`src/rtl/rtc_seq_pkg.sv`:
```
// Shared constants, state type and helpers for the time fetch sequencer.
// Assumes 8-bit chip registers and a time bank at addresses 0..REG_COUNT-1.
package rtc_seq_pkg;
    localparam int REG_COUNT = 8;
    localparam int IDX_W     = $clog2(REG_COUNT);
    localparam int DATA_W    = 8;
    localparam int ADDR_W    = 8;
    localparam int KEPT      = 6;

    localparam logic [ADDR_W-1:0] HALT_ADDR = 8'h0C;
    localparam int                HALT_BIT  = 6;

    // Slot order of the compared/decoded bytes.
    localparam int SLOT_SEC  = 0;
    localparam int SLOT_MIN  = 1;
    localparam int SLOT_HOUR = 2;
    localparam int SLOT_DAY  = 3;
    localparam int SLOT_MON  = 4;
    localparam int SLOT_YEAR = 5;

    localparam int SEC_W  = 7;
    localparam int MIN_W  = 7;
    localparam int HOUR_W = 6;
    localparam int DAY_W  = 6;
    localparam int MON_W  = 5;

    typedef enum logic [2:0] {
        ST_IDLE,
        ST_HALT_RD,
        ST_HALT_WR,
        ST_TREAD,
        ST_CMP
    } seq_state_t;

    // Chip address that feeds each kept slot.
    function automatic int slot_addr(input int slot);
        case (slot)
            SLOT_SEC:  return 1;
            SLOT_MIN:  return 2;
            SLOT_HOUR: return 3;
            SLOT_DAY:  return 5;
            SLOT_MON:  return 6;
            default:   return 7;
        endcase
    endfunction

    // Bits of each kept slot that carry time rather than control flags.
    function automatic logic [DATA_W-1:0] slot_mask(input int slot);
        case (slot)
            SLOT_SEC:  return 8'h7F;
            SLOT_MIN:  return 8'h7F;
            SLOT_HOUR: return 8'h3F;
            SLOT_DAY:  return 8'h3F;
            SLOT_MON:  return 8'h1F;
            default:   return 8'hFF;
        endcase
    endfunction

    // Two-digit packed BCD to binary.
    function automatic logic [DATA_W-1:0] bcd_to_bin(input logic [DATA_W-1:0] b);
        return ({4'b0000, b[7:4]} * 8'd10) + {4'b0000, b[3:0]};
    endfunction
endpackage

```
`src/rtl/rtc_seq_ctrl.sv`:
```
// Sequencer for the fetch: halt check/clear, two read passes per attempt,
// compare, retry. Drives the command port and the snapshot capture strobes.
// Assumes the responder answers each command with a one-cycle done.
module rtc_seq_ctrl
    import rtc_seq_pkg::*;
#(
    parameter int MAX_TRIES = 5
) (
    input  logic              clk,
    input  logic              rst_n,
    input  logic              start_i,
    input  logic              cmd_done_i,
    input  logic              cmd_err_i,
    input  logic [DATA_W-1:0] cmd_rdata_i,
    input  logic              match_i,
    output logic              cmd_valid_o,
    output logic              cmd_write_o,
    output logic [ADDR_W-1:0] cmd_addr_o,
    output logic [DATA_W-1:0] cmd_wdata_o,
    output logic              cmd_stop_o,
    output logic              cap_en_o,
    output logic              cap_pass_o,
    output logic [IDX_W-1:0]  cap_idx_o,
    output logic              finish_o,
    output logic              abort_o,
    output logic              busy_o
);
    localparam int TRY_W = $clog2(MAX_TRIES + 1);
    localparam logic [TRY_W-1:0] LAST_TRY = TRY_W'(MAX_TRIES - 1);
    localparam logic [IDX_W-1:0] LAST_IDX = IDX_W'(REG_COUNT - 1);

    seq_state_t        state_q;
    logic [IDX_W-1:0]  idx_q;
    logic              pass_q;
    logic [TRY_W-1:0]  try_q;
    logic [DATA_W-1:0] wdata_q;
    logic              xfer_ok;

    // Command outputs follow the current state.
    always_comb begin
        cmd_valid_o = (state_q == ST_HALT_RD) || (state_q == ST_HALT_WR) ||
                      (state_q == ST_TREAD);
        cmd_write_o = (state_q == ST_HALT_WR);
        cmd_stop_o  = (state_q == ST_TREAD);
        cmd_addr_o  = (state_q == ST_TREAD) ? {{(ADDR_W-IDX_W){1'b0}}, idx_q} : HALT_ADDR;
        cmd_wdata_o = wdata_q;
    end

    // Handshake outcome, capture strobe and finish decision.
    always_comb begin
        xfer_ok    = cmd_valid_o && cmd_done_i && !cmd_err_i;
        abort_o    = cmd_valid_o && cmd_done_i && cmd_err_i;
        cap_en_o   = (state_q == ST_TREAD) && xfer_ok;
        cap_pass_o = pass_q;
        cap_idx_o  = idx_q;
        finish_o   = (state_q == ST_CMP) && (match_i || (try_q == LAST_TRY));
        busy_o     = (state_q != ST_IDLE);
    end

    // State, index, pass and attempt registers.
    always_ff @(posedge clk) begin
        if (!rst_n) begin
            state_q <= ST_IDLE;
            idx_q   <= '0;
            pass_q  <= 1'b0;
            try_q   <= '0;
            wdata_q <= '0;
        end else if (abort_o) begin
            state_q <= ST_IDLE;
        end else begin
            case (state_q)
                ST_IDLE: if (start_i) begin
                    state_q <= ST_HALT_RD;
                    idx_q   <= '0;
                    pass_q  <= 1'b0;
                    try_q   <= '0;
                end
                ST_HALT_RD: if (xfer_ok) begin
                    if (cmd_rdata_i[HALT_BIT]) begin
                        wdata_q <= cmd_rdata_i & ~(DATA_W'(1) << HALT_BIT);
                        state_q <= ST_HALT_WR;
                    end else begin
                        state_q <= ST_TREAD;
                    end
                end
                ST_HALT_WR: if (xfer_ok) state_q <= ST_TREAD;
                ST_TREAD: if (xfer_ok) begin
                    if (idx_q == LAST_IDX) begin
                        idx_q <= '0;
                        if (pass_q) begin
                            pass_q  <= 1'b0;
                            state_q <= ST_CMP;
                        end else begin
                            pass_q <= 1'b1;
                        end
                    end else begin
                        idx_q <= idx_q + 1'b1;
                    end
                end
                ST_CMP: begin
                    if (finish_o) begin
                        state_q <= ST_IDLE;
                    end else begin
                        try_q   <= try_q + 1'b1;
                        state_q <= ST_TREAD;
                    end
                end
                default: state_q <= ST_IDLE;
            endcase
        end
    end
endmodule

```
`src/rtl/rtc_snap_bank.sv`:
```
// Holds the kept time bytes of both read passes and flags whether the
// masked fields agree. Bytes that are never compared get no storage.
module rtc_snap_bank
    import rtc_seq_pkg::*;
(
    input  logic                         clk,
    input  logic                         rst_n,
    input  logic                         cap_en_i,
    input  logic                         cap_pass_i,
    input  logic [IDX_W-1:0]             cap_idx_i,
    input  logic [DATA_W-1:0]            cap_data_i,
    output logic [KEPT-1:0][DATA_W-1:0]  first_o,
    output logic                         match_o
);
    logic [KEPT-1:0][DATA_W-1:0] second_q;
    logic [KEPT-1:0]             diff;

    for (genvar s = 0; s < KEPT; s++) begin : g_slot
        localparam logic [IDX_W-1:0]  ADDR = IDX_W'(slot_addr(s));
        localparam logic [DATA_W-1:0] MASK = slot_mask(s);

        // Capture this slot's byte into the pass it belongs to.
        always_ff @(posedge clk) begin
            if (!rst_n) begin
                first_o[s]  <= '0;
                second_q[s] <= '0;
            end else if (cap_en_i && (cap_idx_i == ADDR)) begin
                if (cap_pass_i) second_q[s] <= cap_data_i;
                else            first_o[s]  <= cap_data_i;
            end
        end

        // Slot disagrees only in its time-carrying bits.
        assign diff[s] = |((first_o[s] ^ second_q[s]) & MASK);
    end

    assign match_o = ~|diff;
endmodule

```
`src/rtl/rtc_time_decode.sv`:
```
// Masks the control flags out of the first-pass bytes and converts each
// BCD field to binary; the year adds a fixed base. Purely combinational.
module rtc_time_decode
    import rtc_seq_pkg::*;
#(
    parameter int BASE_YEAR = 1970,
    parameter int YEAR_W    = 16
) (
    input  logic [KEPT-1:0][DATA_W-1:0] raw_i,
    output logic [SEC_W-1:0]            sec_o,
    output logic [MIN_W-1:0]            min_o,
    output logic [HOUR_W-1:0]           hour_o,
    output logic [DAY_W-1:0]            mday_o,
    output logic [MON_W-1:0]            month_o,
    output logic [YEAR_W-1:0]           year_o
);
    logic [KEPT-1:0][DATA_W-1:0] bin;

    // Mask and convert every slot.
    always_comb begin
        for (int s = 0; s < KEPT; s++) begin
            bin[s] = bcd_to_bin(raw_i[s] & slot_mask(s));
        end
    end

    // Narrow each field to its output width and add the year base.
    always_comb begin
        sec_o   = bin[SLOT_SEC][SEC_W-1:0];
        min_o   = bin[SLOT_MIN][MIN_W-1:0];
        hour_o  = bin[SLOT_HOUR][HOUR_W-1:0];
        mday_o  = bin[SLOT_DAY][DAY_W-1:0];
        month_o = bin[SLOT_MON][MON_W-1:0];
        year_o  = YEAR_W'(bin[SLOT_YEAR]) + YEAR_W'(BASE_YEAR);
    end
endmodule

```
`src/rtl/rtc_time_reader.sv`:
```
// Top of the coherent time fetch: sequencer, snapshot bank and decoder,
// plus the registered result and pulse outputs.
// Assumes one outstanding command at a time on the port.
module rtc_time_reader
    import rtc_seq_pkg::*;
#(
    parameter int BASE_YEAR = 1970,
    parameter int MAX_TRIES = 5,
    parameter int YEAR_W    = 16
) (
    input  logic              clk,
    input  logic              rst_n,
    input  logic              start_i,
    output logic              cmd_valid_o,
    output logic              cmd_write_o,
    output logic [7:0]        cmd_addr_o,
    output logic [7:0]        cmd_wdata_o,
    output logic              cmd_stop_o,
    input  logic              cmd_done_i,
    input  logic [7:0]        cmd_rdata_i,
    input  logic              cmd_err_i,
    output logic              busy_o,
    output logic              time_valid_o,
    output logic              seq_err_o,
    output logic [6:0]        sec_o,
    output logic [6:0]        min_o,
    output logic [5:0]        hour_o,
    output logic [5:0]        mday_o,
    output logic [4:0]        month_o,
    output logic [YEAR_W-1:0] year_o
);
    logic                        cap_en, cap_pass, match, finish, abort;
    logic [IDX_W-1:0]            cap_idx;
    logic [KEPT-1:0][DATA_W-1:0] first;
    logic [SEC_W-1:0]            d_sec;
    logic [MIN_W-1:0]            d_min;
    logic [HOUR_W-1:0]           d_hour;
    logic [DAY_W-1:0]            d_day;
    logic [MON_W-1:0]            d_mon;
    logic [YEAR_W-1:0]           d_year;

    rtc_seq_ctrl #(.MAX_TRIES(MAX_TRIES)) u_ctrl (
        .clk, .rst_n, .start_i,
        .cmd_done_i, .cmd_err_i, .cmd_rdata_i,
        .match_i(match),
        .cmd_valid_o, .cmd_write_o, .cmd_addr_o, .cmd_wdata_o, .cmd_stop_o,
        .cap_en_o(cap_en), .cap_pass_o(cap_pass), .cap_idx_o(cap_idx),
        .finish_o(finish), .abort_o(abort), .busy_o
    );

    rtc_snap_bank u_bank (
        .clk, .rst_n,
        .cap_en_i(cap_en), .cap_pass_i(cap_pass), .cap_idx_i(cap_idx),
        .cap_data_i(cmd_rdata_i),
        .first_o(first), .match_o(match)
    );

    rtc_time_decode #(.BASE_YEAR(BASE_YEAR), .YEAR_W(YEAR_W)) u_dec (
        .raw_i(first),
        .sec_o(d_sec), .min_o(d_min), .hour_o(d_hour),
        .mday_o(d_day), .month_o(d_mon), .year_o(d_year)
    );

    // Register the result and the one-cycle status pulses.
    always_ff @(posedge clk) begin
        if (!rst_n) begin
            time_valid_o <= 1'b0;
            seq_err_o    <= 1'b0;
            sec_o        <= '0;
            min_o        <= '0;
            hour_o       <= '0;
            mday_o       <= '0;
            month_o      <= '0;
            year_o       <= '0;
        end else begin
            time_valid_o <= finish;
            seq_err_o    <= abort;
            if (finish) begin
                sec_o   <= d_sec;
                min_o   <= d_min;
                hour_o  <= d_hour;
                mday_o  <= d_day;
                month_o <= d_mon;
                year_o  <= d_year;
            end
        end
    end
endmodule

```
`config.mk`:
```
export PLATFORM = sky130hd
export DESIGN_NAME = rtc_time_reader
export DESIGN_NICKNAME = d
export VERILOG_FILES = /design/src/rtl/rtc_seq_pkg.sv /design/src/rtl/rtc_seq_ctrl.sv /design/src/rtl/rtc_snap_bank.sv /design/src/rtl/rtc_time_decode.sv /design/src/rtl/rtc_time_reader.sv
export SDC_FILE = /design/constraint.sdc
export NUM_CORES = 1
export LEC_CHECK = 0
export ABC_AREA = 0
export BUFFER_PORTS_ARGS = -buffer_cell sky130_fd_sc_hd__buf_2
export CAP_MARGIN = 15
export CORE_ASPECT_RATIO = 0.75
export CORE_MARGIN = 10
export CORE_UTILIZATION = 53
export DETAILED_ROUTE_END_ITERATION = 6
export PLACE_DENSITY_LB_ADDON = 0.25
export SYNTH_ARGS = -nofsm -noshare
export SYNTH_HDL_FRONTEND = slang
export SYNTH_SLANG_ARGS = --single-unit
```
`constraint.sdc`:
```
create_clock -name clk -period 2.6 [get_ports clk]
set_input_delay 0.26 -clock clk [delete_from_list [all_inputs] [get_ports clk]]
set_output_delay 0.26 -clock clk [all_outputs]
set_load 0.05 [all_outputs]
```
==> impl_metrics.env, run 1 <==
export IMPL_cts_tree="yes"
export IMPL_ios=82
export IMPL_avgSynthCellArea_sq_um=9.20
export IMPL_coreArea_sq_um=12900
export IMPL_overflow=0
export IMPL_cts_root_buf="clkbuf_16"
export IMPL_combPwrFrac_pct=5.5
export IMPL_worst_setup_path_start_kind="flop"
export IMPL_dp_hpwl_mm=12.7
export IMPL_grt_max_degree=99
export IMPL_htreeDepth=4
export IMPL_clock_sinks=140
export IMPL_antenna_found_initial=0
export IMPL_n_fill_cell=1080
export IMPL_crit_fanout=6
export IMPL_yosys_warnings=0
export IMPL_r2r_slack_ns=0.08
export IMPL_rows=36
export IMPL_grt_pass1_wl_mm=28.5
export IMPL_initial_core_util_pct=53.7
export IMPL_synthCells=755
export IMPL_crit_type="reg -> reg"
export IMPL_fin_worst_skew_ns=0.0102
export IMPL_ys_dominant_reg_cell="dfxtp_1"
export IMPL_synth_edff_count=0
export IMPL_vias=5501
export IMPL_hold_viol=0
export IMPL_final_cell_mix="138 x dfxtp_1, 102 x nor2_1, 88 x mux2i_1, 72 x buf_2, 45 x xor2_1"
export IMPL_seq_area_sq_um=2810
export IMPL_finalInstanceArea_sq_um=8030
export IMPL_max_freq_mhz=398
export IMPL_rsz0062_at_grt="false"
export IMPL_synth_xor_area_share_pct=8.07
export IMPL_power_mw=4.74
export IMPL_synth_compound_area_share_pct=9.75
export IMPL_gr_usage_all_layers_pct=19.2
export IMPL_final_setup_tns_ns=0
export IMPL_via_per_inst=5.51
export IMPL_synth_top_area_share_pct=40.4
export IMPL_critical_path_arrival_ns=2.82
export IMPL_ant_nets=0
export IMPL_clk_path_buf_depth=2
export IMPL_clockPowerShare_pct=48.7
export IMPL_p_sw_mw=1.09
export IMPL_hold_path_depth=3
export IMPL_yosysTopAreaCell="dfxtp_1"
export IMPL_fin_crit_sh_pct=96.7
export IMPL_cts_buffers_inserted=17
export IMPL_placedCellCount=969
export IMPL_wl_mm=17.6
export IMPL_fin_crit_ns=2.52
export IMPL_yosys_mux_area_fraction_pct=12.7
export IMPL_cp_data_required_time_ns=2.91
export IMPL_powerDensity_nw_per_um2=590
export IMPL_port_buffers=72
export IMPL_slew_violations=0
export IMPL_outcome="complete, no violations"
export IMPL_rr_endpoint="year_o[9]$_SDFFE_PN0P_"
export IMPL_drive_gt1_share_pct=15.8
export IMPL_hold_path_class="in -> reg"
export IMPL_synth_cell_type_count=54
export IMPL_whs_endpoint="u_ctrl.cmd_wdata_o[7]$_SDFFE_PN0P_"
export IMPL_setup_viol=0
export IMPL_die_area_sq_um=18100
export IMPL_clkTransAtPathRegs_ns=0.06
export IMPL_synthAdderAreaFrac_pct=8.22
export IMPL_syn_area_sq_um=6940
export IMPL_multi_input_comb_area_sq_um=3810
export IMPL_detail_route_drc_violations=0
export IMPL_synth_area_leaders="dfxtp_1 40%, mux2i_1 13%, ha_1 6.5%"
export IMPL_initialDrtViolationCount=360
export IMPL_place_area_sq_um=7460
export IMPL_yosys_area_share_simple_pct=15.5
export IMPL_ir_worst_vdd_mv=0.466
export IMPL_synth_ff_latch_count=140
export IMPL_synth_top_family_by_area="simple AND/OR/NAND/NOR gates"
export IMPL_place_gp_congestion=0.890
export IMPL_seq_area_frac_synth_pct=40.4
export IMPL_min_from="cmd_rdata_i[7]"
export IMPL_switching_share_pct=23.0
export IMPL_die_x_um=152
export IMPL_nets=872
export IMPL_fin_cells=998
export IMPL_avgRoutedWirePerCell_um=17.6
export IMPL_maxCapViolCount=0
export IMPL_grt_pass1_vias=5406
export IMPL_async_flop_share_pct=0
export IMPL_seq_power_share_pct=45.7
export IMPL_tightest_slew_ns=0.647
export IMPL_clock_latency_ns=0.41
export IMPL_power_leakage_nw=3.79
export IMPL_diodes=0
export IMPL_layout_commonest_cell="dfxtp_1"
export IMPL_r2r_start="u_bank.first_o[45]$_SDFFE_PN0P_"
export IMPL_ff2ff_path_depth=9
export IMPL_maxSlewHeadroom_pct=56.5
export IMPL_internal_power_mw=3.65
export IMPL_firstDrtPassIters=5
export IMPL_die_h_um=119
export IMPL_synthToLayoutAreaGrowth_pct=15.6
export IMPL_crit_path_end_kind="flop"
-- power by group through the flow --
| stage | Sequential (mW) | Clock, mW | Combinational (mW) |
|---|---|---|---|
| 3_3_place_gp | 2.21 | 0 | 0.257 |
| 5_1_grt | 2.17 | 2.44 | 0.280 |
| 4_1_cts | 2.17 | 2.34 | 0.261 |
| 2_1_floorplan | 2.21 | 0 | 0.206 |
| 3_5_place_dp | 2.21 | 0 | 0.261 |
| 6_report | 2.17 | 2.31 | 0.262 |
-- registers in the layout, indices dropped and copies added (netlist names), 5 cells and up --
signal,flops
hour_o,6
mday_o,6
min_o,7
month_o,5
sec_o,7
u_bank.first_o,39
u_bank.second_q,39
u_ctrl.cmd_wdata_o,7
year_o,12
-- timing repair --
| item | 4_1_cts | 5_1_grt |
|---|---|---|
| hold buffers | 0 | 0 |
| setup buffers | 0 | 0 |
| setup endpoints to repair | 3 | 4 |
| hold endpoints to repair | 0 | 0 |
| pin swaps | 0 | 0 |
| resized for setup | 1 | 3 |
| gates cloned | 0 | 0 |
-- cell usage after synthesis (3+ instances only) --
cell and n:
a21oi_1 37, xor2_1 45, buf_4 10, nor2_2 3, xnor2_1 19, o21a_1 3, nand4_1 7, o211ai_1 3
nand3_1 26, and3_1 3, a211oi_1 16, nor2b_1 9, nor4_1 12, o31ai_1 3, mux2i_1 88, ha_1 36
fa_1 6, nor2_1 103, nand2_1 19, a21o_1 6, nor3_1 26, clkbuf_1 31, o21ai_0 27, dfxtp_1 140
inv_1 30, buf_2 11
-- layout make-up --
class                   instances  share of cell area (%)
multi-input cells             539                    47.5
flip-flops and latches        140                    34.9
repair buffers                 89                    6.55
clock buffers                  21                    5.73
well taps                     171                    2.66
inverters                      30                    1.42
clock inverters                 8                    1.18
-- worst max path at each step --
stage	cells past startpoint	endpoint	slack [ns]	startpoint
after floorplan	9	year_o[9]$_SDFFE_PN0P_	0.14	u_bank.first_o[47]$_SDFFE_PN0P_
after global placement	9	year_o[9]$_SDFFE_PN0P_	0.14	u_bank.first_o[45]$_SDFFE_PN0P_
after detailed placement	10	year_o[9]$_SDFFE_PN0P_	0.02	u_bank.first_o[46]$_SDFFE_PN0P_
after CTS	9	year_o[9]$_SDFFE_PN0P_	0.02	u_bank.first_o[46]$_SDFFE_PN0P_
after global routing	10	year_o[9]$_SDFFE_PN0P_	0.003	u_bank.first_o[45]$_SDFFE_PN0P_
final	9	year_o[9]$_SDFFE_PN0P_	0.08	u_bank.first_o[45]$_SDFFE_PN0P_
-- metrics by stage --
| step | util [%] | hold WS (ns) | setup WS [ns] |
|---|---|---|---|
| after floorplan | - | 0.404 | 0.139 |
| after global placement | 57.7 | 0.446 | 0.138 |
| after detailed placement | 57.7 | 0.454 | 0.0162 |
| after CTS | 62.1 | 0.0993 | 0.0177 |
| after global routing | 62.1 | 0.125 | 0.00309 |
| final | 62.1 | 0.111 | 0.0847 |
-- cell families after synthesis --
logic type | after synthesis
AND/OR/NAND/NOR | 225
adder cells (fa/ha/maj) | 42
multiplexers | 88
flip-flops | 140
XOR/XNOR | 64
other | 1
AO/OA/AOI/OAI | 111
buffers and inverters | 84
-- per-layer routing --
metal  global-route usage, %  vias up  wire length [um]
met5                       0        -                 0
met4                    4.56        0               103
met3                    5.57        8              1210
met2                    28.8      175              7660
met1                    26.6     2597              8610
li1                        -     2721                 -
-- critical path, cell delays in order, from the launching register on --
cell and delay (ns):
dfxtp_1 0.31, ha_1 0.29, ha_1 0.21, inv_1 0.07, fa_2 0.48, o31ai_1 0.27, o41ai_1 0.12, a211oi_1 0.29
nor2b_1 0.11, a31o_2 0.26
No activity file was read; power rests on OpenSTA's default activity.
==> run 2: changes to the inputs <==
--- a/config.mk
+++ b/config.mk
@@ -6,9 +6,10 @@
 export NUM_CORES = 1
 export LEC_CHECK = 0
 export ABC_AREA = 0
+export ABC_CLOCK_PERIOD_IN_PS = 2600
 export BUFFER_PORTS_ARGS = -buffer_cell sky130_fd_sc_hd__buf_2
 export CAP_MARGIN = 15
-export CORE_ASPECT_RATIO = 0.75
+export CORE_ASPECT_RATIO = 2
 export CORE_MARGIN = 10
 export CORE_UTILIZATION = 53
 export DETAILED_ROUTE_END_ITERATION = 6
==> impl_metrics.env, run 2 (same netlist as run 1, synthesis figures left out) <==
export IMPL_hold_buffers=0
export IMPL_cp_data_required_time_ns=2.91
export IMPL_dp_hpwl_mm=13.2
export IMPL_place_area_sq_um=7490
export IMPL_die_h_um=182
export IMPL_clock_latency_ns=0.42
export IMPL_avgRoutedWirePerCell_um=18.3
export IMPL_slew_violations=0
export IMPL_seq_area_sq_um=2800
export IMPL_grt_pass1_vias=5684
export IMPL_place_ws_ns=-0.0235
export IMPL_nets=881
export IMPL_ir_worst_vdd_mv=0.486
export IMPL_initialDrtViolationCount=293
export IMPL_reg_top3="u_bank.first_o x39, u_bank.second_q x39, year_o x12"
export IMPL_drive_gt1_share_pct=17.9
export IMPL_antenna_found_initial=0
export IMPL_crit_type="reg -> reg"
export IMPL_worst_setup_path_start_kind="flop"
export IMPL_final_cell_mix="140 x dfxtp_1, 102 x nor2_1, 88 x mux2i_1, 72 x buf_2, 44 x xor2_1"
export IMPL_grt_pass1_wl_mm=29.0
export IMPL_tightest_slew_ns=0.554
export IMPL_outcome="complete, but fails checks"
export IMPL_hold_path_class="in -> reg"
export IMPL_port_buffers=72
export IMPL_rows=59
export IMPL_powerDensity_nw_per_um2=590
export IMPL_clkTransAtPathRegs_ns=0.06
export IMPL_diodes=0
export IMPL_clk_path_buf_depth=2
export IMPL_coreArea_sq_um=12900
export IMPL_wl_mm=18.2
export IMPL_ios=82
export IMPL_initial_core_util_pct=53.8
export IMPL_max_freq_mhz=384
export IMPL_crit_path_end_kind="flop"
export IMPL_synthToLayoutAreaGrowth_pct=17.1
export IMPL_fin_crit_sh_pct=100
export IMPL_cts_root_buf="clkbuf_16"
export IMPL_maxSlewHeadroom_pct=62.7
export IMPL_postLayoutSetupSlackWorst_ns=-0.00639
export IMPL_hold_viol=0
export IMPL_firstDrtPassIters=5
export IMPL_grt_max_degree=113
export IMPL_cts_buffers_inserted=17
export IMPL_ant_nets=0
export IMPL_finalInstanceArea_sq_um=8130
export IMPL_die_area_sq_um=18400
export IMPL_gr_usage_all_layers_pct=19.7
export IMPL_via_per_inst=5.73
export IMPL_multi_input_comb_area_sq_um=3860
export IMPL_violations="negative setup slack"
export IMPL_crit_fanout=6
export IMPL_place_gp_congestion=0.894
export IMPL_fin_crit_ns=2.61
export IMPL_htreeDepth=4
export IMPL_fin_worst_skew_ns=0.00932
export IMPL_die_x_um=101
export IMPL_maxCapViolCount=0
export IMPL_setup_viol=2
export IMPL_critical_path_arrival_ns=2.91
export IMPL_r2r_slack_ns=-0.006
export IMPL_vias=5680
export IMPL_clock_sinks=140
export IMPL_power_leakage_nw=3.85
export IMPL_n_fill_cell=1084
export IMPL_layout_commonest_cell="dfxtp_1"
export IMPL_overflow=0
export IMPL_cts_tree="yes"
export IMPL_detail_route_drc_violations=0
[run 2: changes by cell type in the layout (fill, tap and decap cells not counted), sizes merged]
| cell | change |
|---|---|
| buf | +9 |
| clkbuf | -3 |
| clkinv | +3 |
| inv | +3 |
[run 2: worst paths after layout]
kind	startpoint	cells after the start	endpoint
max	u_bank.first_o[45]$_SDFFE_PN0P_	10	year_o[7]$_SDFFE_PN0P_
min reg2reg	mday_o[0]$_SDFFE_PN0P_	2	mday_o[0]$_SDFFE_PN0P_
min	cmd_done_i	3	seq_err_o$_SDFF_PN0_
max reg2reg	u_bank.first_o[45]$_SDFFE_PN0P_	10	year_o[7]$_SDFFE_PN0P_
[run 2: area by class of cell]
type / count / share of cell area, %
clock buffers: 18 / 5.28
clock inverters: 14 / 1.77
inverters: 30 / 1.40
multi-input cells: 539 / 47.4
flip-flops and latches: 140 / 34.5
well taps: 152 / 2.34
repair buffers: 98 / 7.30
[run 2: metrics by stage]
stage               utilization (%)  power [mW]  hold WS, ns  std cells  TNS, ns
finish                         62.9        4.79        0.113        991  -0.0106
floorplan                         -        2.42        0.404        763        0
CTS                            62.5        4.82        0.103        989        0
global route                   62.9        4.95        0.109        991  -0.0900
global placement               57.9        2.48        0.446        956        0
detailed placement             57.9        2.48        0.447        956  -0.0235
[run 2: per-layer routing]
layer  vias up  share of wire [%]  global-route usage (%)
met5         -                  0                       0
met4         0                2.8                    8.29
met3        32                5.0                    4.71
met2       159                 55                    36.3
met1      2749                 37                    20.3
li1       2740                  -                       -
[run 2: worst max-delay path, cell delays in order (launching register included)]
cell      delay, ns
dfxtp_1        0.32
ha_1           0.31
ha_1           0.22
inv_1          0.08
fa_2           0.50
o31ai_2        0.34
o41ai_2        0.15
a211oi_2       0.23
buf_4          0.16
xnor2_1        0.10
a21oi_1        0.08
[run 2: power breakdown]
group	switching, mW	internal (mW)
registers	0.0147	2.15
clock network	0.944	1.41
logic	0.208	0.0630
[run 2: timing repair]
item,in CTS,in global routing
resized for setup,2,8
setup endpoints to repair,1,6
buffers inserted,1,2
pin swaps,1,3
==> run 3: changes to the inputs <==
--- a/config.mk
+++ b/config.mk
@@ -5,15 +5,17 @@
 export SDC_FILE = /design/constraint.sdc
 export NUM_CORES = 1
 export LEC_CHECK = 0
-export ABC_AREA = 0
+export ABC_AREA = 1
 export ABC_CLOCK_PERIOD_IN_PS = 2600
 export BUFFER_PORTS_ARGS = -buffer_cell sky130_fd_sc_hd__buf_2
 export CAP_MARGIN = 15
 export CORE_ASPECT_RATIO = 2
 export CORE_MARGIN = 10
-export CORE_UTILIZATION = 53
+export CORE_UTILIZATION = 56
+export CTS_BUF_LIST = sky130_fd_sc_hd__clkbuf_4 sky130_fd_sc_hd__clkbuf_8
 export DETAILED_ROUTE_END_ITERATION = 6
 export PLACE_DENSITY_LB_ADDON = 0.25
 export SYNTH_ARGS = -nofsm -noshare
 export SYNTH_HDL_FRONTEND = slang
+export SYNTH_HIERARCHICAL = 1
 export SYNTH_SLANG_ARGS = --single-unit
==> impl_metrics.env, run 3 <==
export IMPL_outcome="complete, no violations"
export IMPL_reg_top3="u_bank/first_o x39, u_bank/second_q x39, year_o x16"
export IMPL_initial_core_util_pct=56.7
export IMPL_wl_mm=18.1
export IMPL_r2r_start="u_bank/first_o[45]$_SDFFE_PN0P_"
export IMPL_slew_violations=0
export IMPL_setup_viol=0
export IMPL_dp_hpwl_mm=13.4
export IMPL_detail_route_drc_violations=0
export IMPL_fin_crit_sh_pct=91.4
export IMPL_crit_chain="ha_1, ha_1, fa_1, nand2_1, inv_1, nand2_1, nand2_1, inv_1, nor2_1, nand3_1, nand2_1, inv_1, nand2_1, nand2_1, nor2_1"
export IMPL_ir_worst_vdd_mv=0.549
export IMPL_grt_max_degree=54
export IMPL_fin_cells=1371
export IMPL_crit_path_end_kind="flop"
export IMPL_nets=1223
export IMPL_avgSynthCellArea_sq_um=6.98
export IMPL_die_h_um=187
export IMPL_rows=61
export IMPL_slowest_delay_ns=0.51
export IMPL_clock_sinks=144
export IMPL_clock_latency_ns=0.45
export IMPL_ff2ff_path_depth=15
export IMPL_cp_slowest_cell="fa_1"
export IMPL_whs_endpoint="u_ctrl/cmd_wdata_o[7]$_SDFFE_PN0P_"
export IMPL_ios=82
export IMPL_final_setup_tns_ns=0
export IMPL_power_leakage_nw=4.17
export IMPL_hold_path_depth=3
export IMPL_tightest_slew_ns=0.784
export IMPL_layout_commonest_cell="nand2_1"
export IMPL_maxSlewHeadroom_pct=47.4
export IMPL_rsz0062_at_grt="false"
export IMPL_overflow=0
export IMPL_r2r_slack_ns=0.22
export IMPL_gr_usage_all_layers_pct=19.0
export IMPL_critical_path_arrival_ns=2.77
export IMPL_hold_path_class="in -> reg"
export IMPL_fin_worst_skew_ns=0.0114
export IMPL_cts_root_buf="clkbuf_8"
export IMPL_via_per_inst=4.93
export IMPL_crit_fanout=5
export IMPL_hold_viol=0
export IMPL_rr_endpoint="year_o[6]$_SDFFE_PN0P_"
export IMPL_holdWs_ns=0.128
export IMPL_cpMostUsedCell="nand2_1"
export IMPL_grt_pass1_vias=6509
export IMPL_htreeDepth=4
export IMPL_ant_nets=0
export IMPL_max_freq_mhz=421
export IMPL_die_area_sq_um=19400
export IMPL_synthCells=1122
export IMPL_port_buffers=76
export IMPL_final_cell_mix="259 x nand2_1, 179 x nor2_1, 151 x inv_1, 142 x dfxtp_1, 76 x buf_2"
export IMPL_cts_tree="yes"
export IMPL_powerDensity_nw_per_um2=634
export IMPL_placedCellCount=1341
export IMPL_drive_gt1_share_pct=14.3
export IMPL_initialDrtViolationCount=284
export IMPL_vias=6760
export IMPL_syn_area_sq_um=7830
export IMPL_yosys_warnings=6
export IMPL_coreArea_sq_um=13800
export IMPL_avgRoutedWirePerCell_um=13.2
export IMPL_clk_path_buf_depth=2
export IMPL_maxCapViolCount=0
export IMPL_min_from="cmd_rdata_i[7]"
export IMPL_place_gp_congestion=0.865
export IMPL_diodes=0
export IMPL_fin_crit_ns=2.38
export IMPL_clkTransAtPathRegs_ns=0.07
export IMPL_firstDrtPassIters=7
export IMPL_die_x_um=104
export IMPL_cts_buffers_inserted=17
export IMPL_antenna_found_initial=0
export IMPL_grt_pass1_wl_mm=30.9
export IMPL_worst_setup_path_start_kind="flop"
export IMPL_crit_type="reg -> reg"
export IMPL_synthToLayoutAreaGrowth_pct=10.0
export IMPL_cp_data_required_time_ns=2.99
-- run 3: cell types whose count changed in the layout (fill, tap and decap cells not counted), moves of 22 or more --
cell / change
o21ai_0: +27
inv_1: +123
nand3_1: +27
a21oi_1: +39
nor3_1: -25
mux2i_1: -88
xor2_1: -22
nor2_1: +77
nand2_1: +240
-- run 3: worst max path at each step --
stage	end	startpoint	slack, ns	cells past startpoint
2_1_floorplan	year_o[7]$_SDFFE_PN0P_	u_bank/first_o[47]$_SDFFE_PN0P_	0.39	16
3_3_place_gp	year_o[7]$_SDFFE_PN0P_	u_bank/first_o[47]$_SDFFE_PN0P_	0.24	16
3_5_place_dp	year_o[7]$_SDFFE_PN0P_	u_bank/first_o[47]$_SDFFE_PN0P_	0.16	16
4_1_cts	year_o[7]$_SDFFE_PN0P_	u_bank/first_o[47]$_SDFFE_PN0P_	0.14	16
5_1_grt	year_o[7]$_SDFFE_PN0P_	u_bank/first_o[47]$_SDFFE_PN0P_	0.03	16
6_report	year_o[6]$_SDFFE_PN0P_	u_bank/first_o[45]$_SDFFE_PN0P_	0.22	15
-- run 3: final cells by class --
cell class | count | area [sq um]
timing repair buffer | 84 | 478
fill | 1334 | 5200
sequential | 144 | 2890
clock buffer | 19 | 255
clock inverter | 11 | 189
inverter | 158 | 593
tap | 189 | 236
multi-input combinational | 766 | 3980
-- run 3: what timing repair did --
item                       4_1_cts  5_1_grt
setup endpoints to repair        0        6
resized for setup                0        2
hold buffers                     0        0
setup buffers                    0        0
-- run 3: layer usage --
metal,vias up,GRT usage (%),share of wire (%)
met5,-,0,0
met4,0,11.3,4.7
met3,50,4.21,4.3
met2,166,33.8,51
met1,3015,19.8,40
li1,3529,-,-
-- run 3: worst max-delay path: cells and delay by family, from the launching register on --
kind	cells	cell delay (ns)
and+or+nand+nor	9	0.72
adders and majority gates	3	1.04
buffers and inverters	3	0.20
DFF	1	0.36
-- run 3: stage by stage --
stage / power (mW) / util (%) / worst slack [ns] / instance area (sq um)
floorplan: 3.30 / - / 0.393 / 7860
global placement: 3.51 / 59.1 / 0.240 / 8170
detailed placement: 3.51 / 59.1 / 0.159 / 8170
CTS: 5.50 / 62.3 / 0.140 / 8610
global route: 5.72 / 62.3 / 0.0257 / 8610
finish: 5.46 / 62.3 / 0.224 / 8610
-- run 3: power by group --
group,leakage [nW],internal [mW],switching (mW)
clock network,0.221,1.16,0.851
registers,1.16,2.28,0.0734
logic,2.79,0.275,0.824
total,4.17,3.71,1.75
